===== src/rtl/lrs_pkg.sv =====
package lrs_pkg;
  localparam int unsigned DEF_PIX     = 768;
  localparam int unsigned DEF_SEC     = 2;
  localparam int unsigned DEF_RST_WIN = 18;
  localparam int unsigned DEF_GAP     = 4;

  typedef enum logic {
    MODE_INDEP = 1'b0,
    MODE_CHAIN = 1'b1
  } chain_mode_e;
endpackage


===== src/rtl/lrs_token_chain.sv =====
module lrs_token_chain #(
  parameter int unsigned PIX   = 768,
  parameter int unsigned BASE  = 0,
  parameter int unsigned IDX_W = 11
) (
  input  logic             clk,
  input  logic             rst_n,
  input  logic             start_i,
  output logic [PIX-1:0]   sel_o,
  output logic             oe_o,
  output logic [IDX_W-1:0] idx_o,
  output logic             last_o
);
  localparam int unsigned PW = (PIX > 1) ? $clog2(PIX) : 1;
  localparam logic [PW-1:0] POS_END = PW'(PIX - 1);

  logic [PIX-1:0] stg_q, stg_d;
  logic [PW-1:0]  pos_q, pos_d;
  logic           act_q, act_d;

  // Next-state: token shift and the position counter kept in step with it
  always_comb begin
    stg_d = {stg_q[PIX-2:0], start_i};
    pos_d = pos_q;
    act_d = act_q;
    if (start_i) begin
      pos_d = '0;
      act_d = 1'b1;
    end else if (act_q) begin
      if (pos_q == POS_END) begin
        act_d = 1'b0;
      end else begin
        pos_d = pos_q + 1'b1;
      end
    end
  end

  always_ff @(posedge clk or negedge rst_n) begin
    if (!rst_n) begin
      stg_q <= '0;
      pos_q <= '0;
      act_q <= 1'b0;
    end else begin
      stg_q <= stg_d;
      pos_q <= pos_d;
      act_q <= act_d;
    end
  end

  assign sel_o  = stg_q;
  assign oe_o   = act_q;
  assign idx_o  = IDX_W'(BASE) + IDX_W'(pos_q);
  assign last_o = stg_q[PIX-1];

  p_sel_onehot_r2: assert property (@(posedge clk) disable iff (!rst_n)
    $onehot0(stg_q));
  p_sel_at_pos_r2: assert property (@(posedge clk) disable iff (!rst_n)
    act_q |-> stg_q[pos_q]);
  p_idle_empty_r2: assert property (@(posedge clk) disable iff (!rst_n)
    !act_q |-> (stg_q == '0));
  p_last_single_r3: assert property (@(posedge clk) disable iff (!rst_n)
    (stg_q[PIX-1] && !start_i) |=> !stg_q[PIX-1]);
endmodule


===== src/rtl/lrs_integ_ctrl.sv =====
module lrs_integ_ctrl #(
  parameter int unsigned RST_WIN = 18
) (
  input  logic clk,
  input  logic rst_n,
  input  logic start_i,
  output logic hold_o,
  output logic irst_o
);
  localparam int unsigned CW = $clog2(RST_WIN + 1);

  logic [CW-1:0] win_q, win_d;
  logic          hold_q, hold_d;

  always_comb begin
    hold_d = start_i;
    if (start_i) begin
      win_d = CW'(RST_WIN);
    end else if (win_q != '0) begin
      win_d = win_q - 1'b1;
    end else begin
      win_d = win_q;
    end
  end

  always_ff @(posedge clk or negedge rst_n) begin
    if (!rst_n) begin
      win_q  <= '0;
      hold_q <= 1'b0;
    end else begin
      win_q  <= win_d;
      hold_q <= hold_d;
    end
  end

  assign hold_o = hold_q;
  assign irst_o = (win_q != '0);

  p_hold_pulse_r4: assert property (@(posedge clk) disable iff (!rst_n)
    (hold_q && !start_i) |=> !hold_q);
  p_hold_opens_win_r5: assert property (@(posedge clk) disable iff (!rst_n)
    hold_q |-> (win_q == CW'(RST_WIN)));
endmodule


===== src/rtl/lrs_start_guard.sv =====
module lrs_start_guard #(
  parameter int unsigned GW = 11
) (
  input  logic          clk,
  input  logic          rst_n,
  input  logic          si_i,
  input  logic [GW-1:0] limit_i,
  input  logic          err_clr_i,
  output logic          accept_o,
  output logic          err_o
);
  logic          si_q;
  logic [GW-1:0] busy_q, busy_d;
  logic          err_q, err_d;
  logic          req, early;

  always_comb begin
    req      = si_i && !si_q;
    early    = req && (busy_q != '0);
    accept_o = req && (busy_q == '0);
    if (accept_o) begin
      busy_d = limit_i;
    end else if (busy_q != '0) begin
      busy_d = busy_q - 1'b1;
    end else begin
      busy_d = busy_q;
    end
    if (early) begin
      err_d = 1'b1;
    end else if (err_clr_i) begin
      err_d = 1'b0;
    end else begin
      err_d = err_q;
    end
  end

  always_ff @(posedge clk or negedge rst_n) begin
    if (!rst_n) begin
      si_q   <= 1'b0;
      busy_q <= '0;
      err_q  <= 1'b0;
    end else begin
      si_q   <= si_i;
      busy_q <= busy_d;
      err_q  <= err_d;
    end
  end

  assign err_o = err_q;

  p_early_flags_r8: assert property (@(posedge clk) disable iff (!rst_n)
    (si_i && !si_q && busy_q != '0) |=> err_q);
  p_clear_drops_r9: assert property (@(posedge clk) disable iff (!rst_n)
    (err_clr_i && !(si_i && !si_q && busy_q != '0)) |=> !err_q);
endmodule


===== src/rtl/lrs_top.sv =====
module lrs_top #(
  parameter int unsigned PIX     = lrs_pkg::DEF_PIX,
  parameter int unsigned NSEC    = lrs_pkg::DEF_SEC,
  parameter int unsigned RST_WIN = lrs_pkg::DEF_RST_WIN,
  parameter int unsigned GAP     = lrs_pkg::DEF_GAP,
  localparam int unsigned IDX_W  = $clog2(PIX * NSEC)
) (
  input  logic                        clk,
  input  logic                        rst_n,
  input  logic                        chain_mode_i,
  input  logic [NSEC-1:0]             si_i,
  input  logic                        err_clr_i,
  output logic [NSEC-1:0]             hold_o,
  output logic [NSEC-1:0]             irst_o,
  output logic [NSEC-1:0][PIX-1:0]    sel_o,
  output logic [NSEC-1:0]             oe_o,
  output logic [NSEC-1:0][IDX_W-1:0]  idx_o,
  output logic [NSEC-1:0]             so_o,
  output logic [NSEC-1:0]             err_o
);
  import lrs_pkg::*;

  localparam int unsigned GW = $clog2(PIX * NSEC + GAP + 1);
  localparam logic [GW-1:0] LIM_INDEP = GW'(PIX + GAP - 1);
  localparam logic [GW-1:0] LIM_CHAIN = GW'(NSEC * PIX + GAP - 1);

  chain_mode_e mode;
  logic [1:0]      rsync_q;
  logic            srst_n;
  logic [NSEC-1:0] accept, tok_start, integ_start, si_eff;

  assign mode = chain_mode_e'(chain_mode_i);

  // Asynchronous assert, synchronous two-flop release
  always_ff @(posedge clk or negedge rst_n) begin
    if (!rst_n) begin
      rsync_q <= 2'b00;
    end else begin
      rsync_q <= {rsync_q[0], 1'b1};
    end
  end
  assign srst_n = rsync_q[1];

  for (genvar s = 0; s < NSEC; s++) begin : g_sec
    logic [GW-1:0] limit;

    if (s == 0) begin : g_head
      assign si_eff[s]    = si_i[s];
      assign limit        = (mode == MODE_CHAIN) ? LIM_CHAIN : LIM_INDEP;
      assign tok_start[s] = accept[s];
    end else begin : g_tail
      assign si_eff[s]    = (mode == MODE_CHAIN) ? 1'b0 : si_i[s];
      assign limit        = LIM_INDEP;
      assign tok_start[s] = (mode == MODE_CHAIN) ? so_o[s-1] : accept[s];

      p_chain_hand_r6: assert property (@(posedge clk) disable iff (!srst_n)
        (chain_mode_i && so_o[s-1]) |=> (oe_o[s] && idx_o[s] == IDX_W'(s * PIX)));
    end

    assign integ_start[s] = (mode == MODE_CHAIN) ? accept[0] : accept[s];

    lrs_start_guard #(.GW(GW)) u_guard (
      .clk       (clk),
      .rst_n     (srst_n),
      .si_i      (si_eff[s]),
      .limit_i   (limit),
      .err_clr_i (err_clr_i),
      .accept_o  (accept[s]),
      .err_o     (err_o[s])
    );

    lrs_integ_ctrl #(.RST_WIN(RST_WIN)) u_integ (
      .clk     (clk),
      .rst_n   (srst_n),
      .start_i (integ_start[s]),
      .hold_o  (hold_o[s]),
      .irst_o  (irst_o[s])
    );

    lrs_token_chain #(.PIX(PIX), .BASE(s * PIX), .IDX_W(IDX_W)) u_tok (
      .clk     (clk),
      .rst_n   (srst_n),
      .start_i (tok_start[s]),
      .sel_o   (sel_o[s]),
      .oe_o    (oe_o[s]),
      .idx_o   (idx_o[s]),
      .last_o  (so_o[s])
    );
  end

  p_reset_quiet_r10: assert property (@(posedge clk)
    !srst_n |-> (oe_o == '0 && so_o == '0 && err_o == '0));
endmodule


===== config.mk =====
export PLATFORM = sky130hd
export DESIGN_NAME = lrs_top
export DESIGN_NICKNAME = d
export VERILOG_FILES = /design/src/rtl/lrs_pkg.sv /design/src/rtl/lrs_token_chain.sv /design/src/rtl/lrs_integ_ctrl.sv /design/src/rtl/lrs_start_guard.sv /design/src/rtl/lrs_top.sv
export SDC_FILE = /design/constraint.sdc
export NUM_CORES = 1
export LEC_CHECK = 0
export BUFFER_PORTS_ARGS = -buffer_cell sky130_fd_sc_hd__buf_2
export CAP_MARGIN = 15
export CORE_AREA = 2 2 605 607
export DETAILED_ROUTE_END_ITERATION = 7
export DIE_AREA = 0 0 607 609
export PLACE_DENSITY_LB_ADDON = 0.2
export SLEW_MARGIN = 20
export SYNTH_ARGS = -nofsm -noshare
export SYNTH_HDL_FRONTEND = slang
export SYNTH_HIERARCHICAL = 1
export SYNTH_SLANG_ARGS = --single-unit

===== constraint.sdc =====
create_clock -name clk -period 56.7 [get_ports clk]
set_input_delay 0 -clock clk [delete_from_list [all_inputs] [get_ports clk]]
set_output_delay 0 -clock clk [all_outputs]
set_load 0.05 [all_outputs]

==> impl_metrics.py <==
metrics = {
    "status": {
        "outcome": "completed",
    },
    "synthesis": {
        "yosysSeqAreaShare_pct": 95.0,
        "async_flop_share_pct": 100,
        "syn_area_um2": 42100,
        "synth-edff-count": 0,
        "synth_top_area_cell": "dfrtp_1",
        "ys_ff_latch": 1598,
        "synth_warnings": 6,
        "ys.flop_type": "dfrtp_1",
        "synth.avg_cell_area_um2": 22.2,
        "ys_types": 78,
        "syn_inst": 1899,
        "yosys-top-cells-area": "dfrtp_1 (95%), ha_1 (0.30%), xnor2_1 (0.27%)",
        "synth_top_area_share_pct": 95.0,
    },
    "clock_tree": {
        "insertion_delay_ns": 0.84,
        "path_clk_slew_ns": 0.06,
        "cts_tree": "yes",
        "cts-hold-fix-buffers": 11,
        "clock_sinks": 1598,
        "post_cts_resized": 0,
        "numCtsBuffers": 185,
        "h-tree-depth": 4,
        "clockBufferDepth": 4,
        "post_cts_buffers": 0,
        "cts-root-buf": "clkbuf_16",
    },
    "worst_setup_path": {
        "critical_path_class": "reg -> async",
        "required_ns": 57.48,
        "cp_data_arrival_time_ns": 7.68,
        "cp-end-kind": "async pin",
        "r2r_cells": 8,
        "reg2reg_from": "rsync_q[1]$_DFF_PN0_",
        "rrSetupSlack_ns": 49.81,
        "setup.worst_path.start_class": "flip-flop",
        "cp_max_fo": 162,
        "r2r-end": "g_sec[0].u_tok/sel_o[247]$_DFF_PN0_",
    },
    "detailed_routing": {
        "routed_wl_um": 163000,
        "ant_nets": 0,
        "first_pass_iters": 6,
        "drt_iter0_drc": 1457,
        "drcViolationCount": 0,
        "wire_per_inst_um": 18.8,
        "vias_per_cell": 2.71,
        "num_vias": 23500,
    },
    "cells_and_area": {
        "multi_input_area_um2": 1890,
        "instances_no_fill": 8661,
        "layout.nets": 3711,
        "final_layout_size_suffix_gt1_share_pct": 50.3,
        "area_growth_pct": 48.4,
        "num-fill-cells": 39900,
        "final_area_um2": 62500,
        "regArea_um2": 40000,
    },
    "floorplanning": {
        "start_util_pct": 11.6,
        "num_io_pins": 1574,
        "coreArea_um2": 364000,
        "rows": 222,
        "die_area_um2": 370000,
        "die_w_um": 607,
        "die_h_um": 609,
    },
    "sta": {
        "hold_viol": 0,
        "skew_ns": 0.0812,
        "grt_setup_unrepaired": "false",
        "holdWs_ns": 0.278,
        "post-route-min-period_ns": 6.89,
        "setup-tns-final_ns": 0,
        "worst_slew_pin_slew_ns": 0.990,
        "slew_viol_final": 0,
        "timing.final.crit_share_pct": 12.2,
        "maxSlewHeadroom_pct": 33.5,
        "max_freq_mhz": 145,
        "setup_viol": 0,
    },
    "power_and_ir_drop": {
        "swShare_pct": 21.4,
        "pwr-share-seq_pct": 48.0,
        "pwr-share-comb_pct": 1.0,
        "powerDensity_nw_per_um2": 38.1,
        "leakage_nw": 35.0,
        "p_int_mw": 1.87,
        "vdd_drop_max_v": 0.0000227,
        "power_mw": 2.38,
        "p_sw_mw": 0.511,
        "clkPwrFrac_pct": 51.0,
    },
    "run": {
        "cap_violations": 0,
    },
    "placement": {
        "gp_congestion": 0.823,
        "io_buffers": 1572,
        "place_area_um2": 56100,
        "place_hpwl_um": 127000,
        "dpl.cell_count": 8312,
    },
    "global_route": {
        "grt_use_total_pct": 8.45,
        "grt_max_degree": 163,
        "grt_pass1_vias": 25400,
        "grt_pass1_wl_um": 221000,
        "grt_overflow": 0,
        "antenna_found_initial": 13,
    },
    "hold_path": {
        "hp-start": "chain_mode_i",
        "hold_class": "in -> reg",
        "hold_depth": 5,
        "min_to": "g_sec[0].u_guard/busy_q[10]$_DFFE_PN0P_",
    },
}
[cell type report]
cell class	instances	share of cell area [%]
Timing Repair Buffer	1611	13.1
Multi-Input combinational cell	270	3.03
Tap cell	4816	9.65
Inverter	29	0.174
Sequential cell	1598	64.0
Clock inverter	77	1.58
Antenna cell	10	0.0401
Clock buffer	250	8.38
[through the flow]
stage	setup WS [ns]	utilization, %
CTS	49.37	17.2
floorplan	8.86	-
detailed placement	49.44	15.4
finish	49.81	17.2
global route	48.62	17.2
global placement	49.65	15.4
[cell usage in the layout (no fill, tap or decap), types with 4 or more instances in the layout]
cell           count
o31ai_1            4
buf_4             27
dlygate4sd3_1     11
diode_2           10
inv_1             28
a21oi_1           14
nor3_1            11
nand3_1           13
conb_1            24
nand2_1           18
clkbuf_16        186
or3_1              7
dfrtp_1         1597
o21ai_0           11
xnor2_1           13
buf_2           1572
inv_6              4
o21ai_2            5
clkinv_2          33
nand4_1            7
a211o_1            4
xor2_1             4
o21ai_1           10
clkinv_4          10
nor2_1            22
ha_1              10
bufinv_16         17
clkinvlp_4         5
mux2i_1            4
clkbuf_8          34
nand3_2            5
clkbuf_1          30
nor2b_1            8
[registers in the layout (all words and copies together), names as in the netlist]
register	count
g_sec.u_guard/si_q	2
g_sec.u_integ/hold_o	2
g_sec.u_guard/busy_q	22
g_sec.u_integ/win_q	10
g_sec.u_tok/pos_q	20
g_sec.u_tok/oe_o	2
g_sec.u_tok/sel_o	1536
g_sec.u_guard/err_o	2
rsync_q	2
[kinds of logic (layout without fill, tap and decap cells)]
kind of cell               after synthesis  in the layout  synth area share, %
buffers and inverters                   52           1967                0.681
other                                    3             34               0.0268
AOI/OAI and AO/OA                       81             81                 1.44
adders and majority gates               10             10                0.297
and+or+nand+nor                        131            131                 2.01
xor gates and xnor gates                17             17                0.354
DFF                                   1598           1598                 95.0
muxes                                    7              7                0.175
[worst max-delay path by stage]
stage,startpoint,end,slack [ns]
final,rsync_q[1]$_DFF_PN0_,g_sec[0].u_tok/sel_o[247]$_DFF_PN0_,49.81
after global routing,rsync_q[1]$_DFF_PN0_,g_sec[0].u_tok/sel_o[247]$_DFF_PN0_,48.62
after CTS,rsync_q[1]$_DFF_PN0_,g_sec[0].u_tok/sel_o[184]$_DFF_PN0_,49.37
after detailed placement,rsync_q[1]$_DFF_PN0_,g_sec[0].u_tok/sel_o[621]$_DFF_PN0_,49.44
after global placement,rsync_q[1]$_DFF_PN0_,g_sec[0].u_tok/sel_o[618]$_DFF_PN0_,49.65
after floorplan,rsync_q[1]$_DFF_PN0_,g_sec[0].u_guard/busy_q[0]$_DFFE_PN0P_,8.86
[per-layer routing]
layer	part of all wire (%)	track usage, %	vias to the layer above
met4	3.4	2.94	0
li1	-	-	9826
met3	7.6	2.56	234
met2	56	16.3	865
met1	33	8.47	12600
met5	0	0	-
[cell usage after synthesis, types with 3 or more instances]
cell and instances:
o21ai_0 11, o21ai_2 5, xor2_1 4, buf_4 12, inv_1 28, nand2_1 18
or4_1 3, nand3_1 13, conb_1 3, or3_1 7, nor3b_1 3, xnor2_1 13
o31ai_1 4, nand4_1 7, mux2i_1 4, nor2_1 22, nor2b_1 8, dfrtp_1 1598
or3b_1 3, nor3_1 11, ha_1 10, and2_1 3, buf_6 4, nand3_2 5
o22ai_1 3, a21oi_1 14, o21ai_1 10, buf_2 5, a21o_1 3, a211o_1 4
nand2b_1 3
[critical path: stages, from the launching register on]
cell	delay, ns
dfrtp_4	0.87
buf_4	0.70
buf_4	0.56
buf_4	0.65
buf_4	0.67
buf_4	0.72
buf_4	0.68
buf_12	0.69
buf_4	0.89
[power by group through the flow]
stage	Combinational (mW)	Sequential (mW)	Clock, mW
2_1_floorplan	0.00105	1.18	0
3_3_place_gp	0.0257	1.16	0
3_5_place_dp	0.0265	1.16	0
4_1_cts	0.0271	1.14	1.27
5_1_grt	0.0302	1.14	1.31
6_report	0.0249	1.14	1.21
Note: power is estimated with default switching activity, not from simulation.
